$ cat src/rtl/gps_pkg.sv
package gps_pkg;

  // Unsigned DAC code for one history pattern at one phase.
  // hist bit q: q = 0 newest. Offsets are in units of 1/(2m) bit.
  function automatic int gps_code(input int k, input int m, input int w,
                                  input int hist, input int ph);
    int     half;
    int     span;
    int     off;
    longint d;
    longint wt;
    longint num;
    longint den;
    half = 1 << (w - 1);
    if (ph >= m) return half;
    span = k * m;
    num  = 0;
    den  = 0;
    for (int q = 0; q < k; q++) begin
      off = (2 * ph + 1 - m) - (k - 1 - 2 * q) * m;
      if (off < 0) off = -off;
      if (off < span) begin
        d  = longint'(span * span - off * off);
        wt = d * d;
      end else begin
        wt = 0;
      end
      den = den + wt;
      num = num + ((((hist >> q) & 1) != 0) ? wt : -wt);
    end
    return half + int'((longint'(half - 1) * num) / den);
  endfunction

endpackage

$ cat src/rtl/gps_hist.sv
module gps_hist #(
  parameter int K = 3
) (
  input  logic         clk,
  input  logic         rst,
  input  logic         load,
  input  logic         din,
  output logic [K-1:0] hist
);

  logic [K-1:0] hist_q;

  always_ff @(posedge clk) begin
    if (rst) begin
      for (int i = 0; i < K; i++) hist_q[i] <= ((i % 2) == 0);
    end else if (load) begin
      hist_q <= {hist_q[K-2:0], din};
    end
  end

  assign hist = hist_q;

  AST_HIST_NEWEST: assert property (@(posedge clk) disable iff (rst)
    load |=> hist_q[0] == $past(din));
  AST_HIST_SHIFT: assert property (@(posedge clk) disable iff (rst)
    load |=> hist_q[K-1:1] == $past(hist_q[K-2:0]));
  AST_HIST_HOLD: assert property (@(posedge clk) disable iff (rst)
    !load |=> $stable(hist_q));

endmodule

$ cat src/rtl/gps_phase.sv
module gps_phase #(
  parameter int M   = 6,
  parameter int DIV = 4,
  localparam int PW  = (M > 1) ? $clog2(M) : 1,
  localparam int PRW = (DIV > 1) ? $clog2(DIV) : 1
) (
  input  logic          clk,
  input  logic          rst,
  input  logic          restart,
  output logic [PW-1:0] phase,
  output logic          tick
);

  logic [PRW-1:0] pre_q;
  logic [PW-1:0]  phase_q;
  logic           tick_q;
  logic           pre_end;

  assign pre_end = (pre_q == PRW'(DIV - 1));

  always_ff @(posedge clk) begin
    if (rst) begin
      pre_q   <= '0;
      phase_q <= '0;
      tick_q  <= 1'b0;
    end else if (restart) begin
      pre_q   <= '0;
      phase_q <= '0;
      tick_q  <= 1'b1;
    end else if (pre_end) begin
      pre_q   <= '0;
      phase_q <= (phase_q == PW'(M - 1)) ? '0 : phase_q + 1'b1;
      tick_q  <= 1'b1;
    end else begin
      pre_q   <= pre_q + 1'b1;
      tick_q  <= 1'b0;
    end
  end

  assign phase = phase_q;
  assign tick  = tick_q;

  AST_PHASE_RANGE: assert property (@(posedge clk) disable iff (rst)
    phase_q <= PW'(M - 1));
  AST_RESTART_ZERO: assert property (@(posedge clk) disable iff (rst)
    restart |=> (phase_q == '0) && tick_q);

  generate
    if (DIV > 1) begin : g_gap
      AST_TICK_GAP: assert property (@(posedge clk) disable iff (rst)
        (tick_q && !restart) |=> !tick_q);
    end
  endgenerate

endmodule

$ cat src/rtl/gps_rom.sv
module gps_rom #(
  parameter int K = 3,
  parameter int M = 6,
  parameter int W = 8,
  localparam int PW    = (M > 1) ? $clog2(M) : 1,
  localparam int AW    = K + PW,
  localparam int DEPTH = 1 << AW
) (
  input  logic          clk,
  input  logic          rst,
  input  logic          rd_en,
  input  logic [AW-1:0] addr,
  output logic [W-1:0]  dout,
  output logic          dout_vld
);

  logic [W-1:0] rom [DEPTH];

  generate
    for (genvar a = 0; a < DEPTH; a++) begin : g_tbl
      localparam int CODE = gps_pkg::gps_code(K, M, W, a >> PW, a % (1 << PW));
      assign rom[a] = W'(CODE);
    end
  endgenerate

  always_ff @(posedge clk) begin
    if (rst) begin
      dout     <= W'(1 << (W - 1));
      dout_vld <= 1'b0;
    end else begin
      dout_vld <= rd_en;
      if (rd_en) dout <= rom[addr];
    end
  end

  AST_DOUT_HOLD: assert property (@(posedge clk) disable iff (rst)
    !rd_en |=> $stable(dout));

endmodule

$ cat src/rtl/gauss_rom_shaper.sv
module gauss_rom_shaper #(
  parameter int K   = 3,
  parameter int M   = 6,
  parameter int W   = 8,
  parameter int DIV = 4,
  localparam int PW = (M > 1) ? $clog2(M) : 1,
  localparam int AW = K + PW
) (
  input  logic         clk,
  input  logic         rst,
  input  logic         bit_stb,
  input  logic         bit_in,
  output logic [W-1:0] sample,
  output logic         sample_vld
);

  logic [K-1:0]  hist;
  logic [PW-1:0] phase;
  logic          tick;
  logic [AW-1:0] addr;

  gps_hist #(.K(K)) hist_i (
    .clk(clk), .rst(rst), .load(bit_stb), .din(bit_in), .hist(hist)
  );

  gps_phase #(.M(M), .DIV(DIV)) phase_i (
    .clk(clk), .rst(rst), .restart(bit_stb), .phase(phase), .tick(tick)
  );

  assign addr = {hist, phase};

  gps_rom #(.K(K), .M(M), .W(W)) rom_i (
    .clk(clk), .rst(rst), .rd_en(tick), .addr(addr),
    .dout(sample), .dout_vld(sample_vld)
  );

  AST_STB_TO_VALID: assert property (@(posedge clk) disable iff (rst)
    bit_stb |=> ##1 sample_vld);
  AST_FULL_POS: assert property (@(posedge clk) disable iff (rst)
    (tick && (hist == '1)) |=> sample == W'((1 << W) - 1));
  AST_FULL_NEG: assert property (@(posedge clk) disable iff (rst)
    (tick && (hist == '0)) |=> sample == W'(1));

endmodule

$ cat config.mk
export PLATFORM = sky130hd
export DESIGN_NAME = gauss_rom_shaper
export DESIGN_NICKNAME = d
export VERILOG_FILES = /design/src/rtl/gps_pkg.sv /design/src/rtl/gps_hist.sv /design/src/rtl/gps_phase.sv /design/src/rtl/gps_rom.sv /design/src/rtl/gauss_rom_shaper.sv
export SDC_FILE = /design/constraint.sdc
export NUM_CORES = 1
export LEC_CHECK = 0
export ABC_CLOCK_PERIOD_IN_PS = 4800
export BUFFER_PORTS_ARGS = -buffer_cell sky130_fd_sc_hd__buf_2
export CELL_PAD_IN_SITES_DETAIL_PLACEMENT = 0
export CELL_PAD_IN_SITES_GLOBAL_PLACEMENT = 1
export CORE_MARGIN = 2
export CORE_UTILIZATION = 46
export CTS_CLUSTER_SIZE = 28
export DETAILED_ROUTE_END_ITERATION = 7
export GPL_TIMING_DRIVEN = 0
export PLACE_DENSITY = 0.81
export SYNTH_ARGS = -nofsm -noshare
export SYNTH_HDL_FRONTEND = slang
export SYNTH_SLANG_ARGS = --single-unit
$ cat constraint.sdc
create_clock -name clk -period 4.8 [get_ports clk]
set_clock_uncertainty 0.1 [all_clocks]
set_input_delay 0.96 -clock clk [delete_from_list [all_inputs] [get_ports clk]]
set_output_delay 0.96 -clock clk [all_outputs]
set_load 0.02 [all_outputs]
==> flow_metrics.py <==
metrics = {
    "place": {
        "hpwlAfterDp_mm": 2.28,
        "post-place-ws_ns": 2.56,
        "portBuffers": 11,
        "place_congestion": 0.919,
    },
    "drt": {
        "drc": 0,
        "drt_iter0_markers": 27,
        "ant_nets": 0,
        "wire_per_inst_um": 15.3,
        "vias_per_cell": 5.93,
        "dr_total_vias": 1210,
        "routed_wl_mm": 3.13,
        "first_pass_iters": 4,
    },
    "die": {
        "fp.dieW_um": 56.7,
        "core_area_um2": 2690,
        "placement_rows": 19,
        "start_util_pct": 47.6,
        "dieArea_um2": 3220,
        "die_h_um": 56.7,
        "io_pins": 13,
    },
    "grt": {
        "grt_max_degree": 13,
        "grtUsageTotal_pct": 20.0,
        "grt_pass1_vias": 1145,
        "grt_remaining_overflow": 0,
        "antenna_found_initial": 0,
        "grt_pass1_wl_mm": 5.11,
    },
    "logic_synthesis": {
        "syn-num-nets": 174,
        "synth_top_cell_by_area": "dfxtp_1",
        "yosys_warnings": 0,
        "ys.flop_type": "dfxtp_1",
        "ys_ff_latch": 18,
        "synthTopCellsByArea": "dfxtp_1 28%, ha_1 12%, mux2i_1 7.8%",
        "syn_area_per_cell_um2": 8.09,
        "synth-edff-count": 0,
        "synth_cell_type_count": 41,
        "async_flop_share_pct": 0,
        "syn-instance-count": 158,
        "yosysTopAreaCellShare_pct": 28.2,
        "ys_seq_area_share_pct": 28.2,
        "syn_area_um2": 1280,
    },
    "cts": {
        "clkLatencyLatePin_ns": 0.31,
        "clock_sinks": 18,
        "hold_buffers": 0,
        "cts_root_buf": "clkbuf_4",
        "clk_pin_slew_ns": 0.13,
        "clockBufferDepth": 2,
        "cts_inserted_buffers": 3,
        "cts_tree": "built",
        "cts_resized": 0,
        "htree_num_levels": 1,
        "cts_setup_buffers": 0,
    },
    "setup_path": {
        "crit_chain": "inv_1 -> ha_1 -> and2_1 -> o21ai_1 -> a21oi_1 -> o41a_1",
        "crit_arrival_ns": 2.39,
        "critPathRequiredTime_ns": 4.92,
        "critPathTopFamily": "compound AO/OA/AOI/OAI gates",
        "critPathBufInv": 1,
        "slowest_stage": "dfxtp_1",
        "crit_path_end_kind": "flip-flop",
        "cpPeakStageDelay_ns": 0.61,
        "worstPathMaxFanout": 12,
        "startpoint_type": "flip-flop",
        "cp.depth": 6,
        "rr_worst_depth": 6,
        "crit_type": "reg -> reg",
    },
    "sta": {
        "timing.fmax_mhz": 440,
        "fin_hold_ws_ns": 0.330,
        "setup_viol": 0,
        "fin_ws_ns": 2.53,
        "tns_ns": 0,
        "rsz0062_at_grt": "false",
        "worst_pin_slew_ns": 0.499,
        "post-route-min-period_ns": 2.27,
        "fin_crit_sh_pct": 47.3,
        "slew_headroom_pct": 66.7,
        "drv_slew": 0,
        "hold_viol_final": 0,
    },
    "finish": {
        "final_cell_mix": "18 x dfxtp_1, 16 x nand2_1, 14 x nor2_1, 13 x buf_2, 12 x ha_1",
        "final_common_cell": "dfxtp_1",
        "antenna_cells": 0,
        "area_delta_synth_final_pct": 10.2,
        "nNetsFinal": 190,
        "drive_gt1_share_pct": 13.3,
    },
    "worst_hold_path": {
        "hold_depth": 1,
        "hp-class": "reg -> reg",
    },
    "job": {
        "drv_cap": 0,
    },
    "power": {
        "vdd_drop_max_mv": 0.170,
        "power_density_nw_per_um2": 234,
        "power.leakage_nw": 0.572,
        "power.total_uw": 330,
    },
    "status": {
        "run_status": "finished clean",
    },
}
-- report_power, final --
| group | leakage (nW) | internal [mW] | switching [mW] | total [mW] |
|---|---|---|---|---|
| sequential | 0.148 | 0.158 | 0.00474 | 0.163 |
| combinational | 0.403 | 0.0240 | 0.0409 | 0.0649 |
| clock | 0.0210 | 0.0463 | 0.0557 | 0.102 |
-- area by class of cell --
cell class              count  area [µm²]
fillers                   275        1280
multi-input cells         121         826
flip-flops and latches     18         360
plain buffers              11        62.6
repair buffers             11        55.1
well taps                  31        38.8
clock buffers               4        36.3
inverters                   8        30.0
-- worst reg2reg max path, delay by kind of cell, from the launching register on --
kind / cells / cell delay [ns]
AO/OA/AOI/OAI: 3 / 0.66
adder cells (fa/ha/maj): 1 / 0.34
flip-flops: 1 / 0.61
AND/OR/NAND/NOR: 1 / 0.23
buffers and inverters: 1 / 0.25
-- layer usage --
| metal | track usage (%) | vias to the layer above | share of wire, % |
|---|---|---|---|
| met2 | 33.9 | 35 | 47 |
| met4 | 5.10 | 0 | 0.83 |
| met1 | 25.5 | 566 | 47 |
| met5 | 0 | - | 0 |
| met3 | 4.61 | 8 | 5.0 |
| li1 | - | 601 | - |
-- kinds of logic after synthesis --
group	after synthesis	share of synthesized area (%)
simple gates	56	21.6
compound gates	42	22.2
buf+inv	19	7.24
flops	18	28.2
fa+ha+maj	12	11.7
mux	11	9.00
-- synth_stat cells (2+ instances only) --
cell      instances
dfxtp_1          18
a311oi_1          3
a21oi_1           8
o22ai_1           2
nor3_1            5
and3_1            2
o21ai_0          10
inv_1             6
nor2b_1           4
nor2_1           14
mux2i_1          10
nor4_1            2
clkbuf_1          6
buf_2             2
nand2_1          16
a211oi_1          2
ha_1             12
o211ai_1          2
a211o_1           2
o32ai_1           4
nand2b_1          5
buf_6             2
a31oi_1           2
or3_1             2
-- flip-flops by register name (all words and copies together), names as in the netlist --
register / flops
hist_i.hist: 3
rom_i.dout_vld: 1
phase_i.pre_q: 2
phase_i.phase: 3
rom_i.dout: 8
phase_i.tick: 1
-- path summary, 6_finish.rpt --
check | start | end | slack (ns)
setup / recovery | phase_i.phase[1] | rom_i.dout[3] | 2.53
hold reg to reg | phase_i.pre_q[0] | phase_i.pre_q[0] | 0.33
setup reg to reg | phase_i.phase[1] | rom_i.dout[3] | 2.53
hold / removal | phase_i.pre_q[0] | phase_i.pre_q[0] | 0.33
-- stage by stage --
step	utilization, %	instance area [µm²]	cells
global route	52.4	1410	204
finish	52.4	1410	204
detailed placement	51.1	1370	200
CTS	52.4	1410	204
floorplan	-	1280	158
global placement	51.1	1370	200
Note: power is estimated with default switching activity, not from simulation.
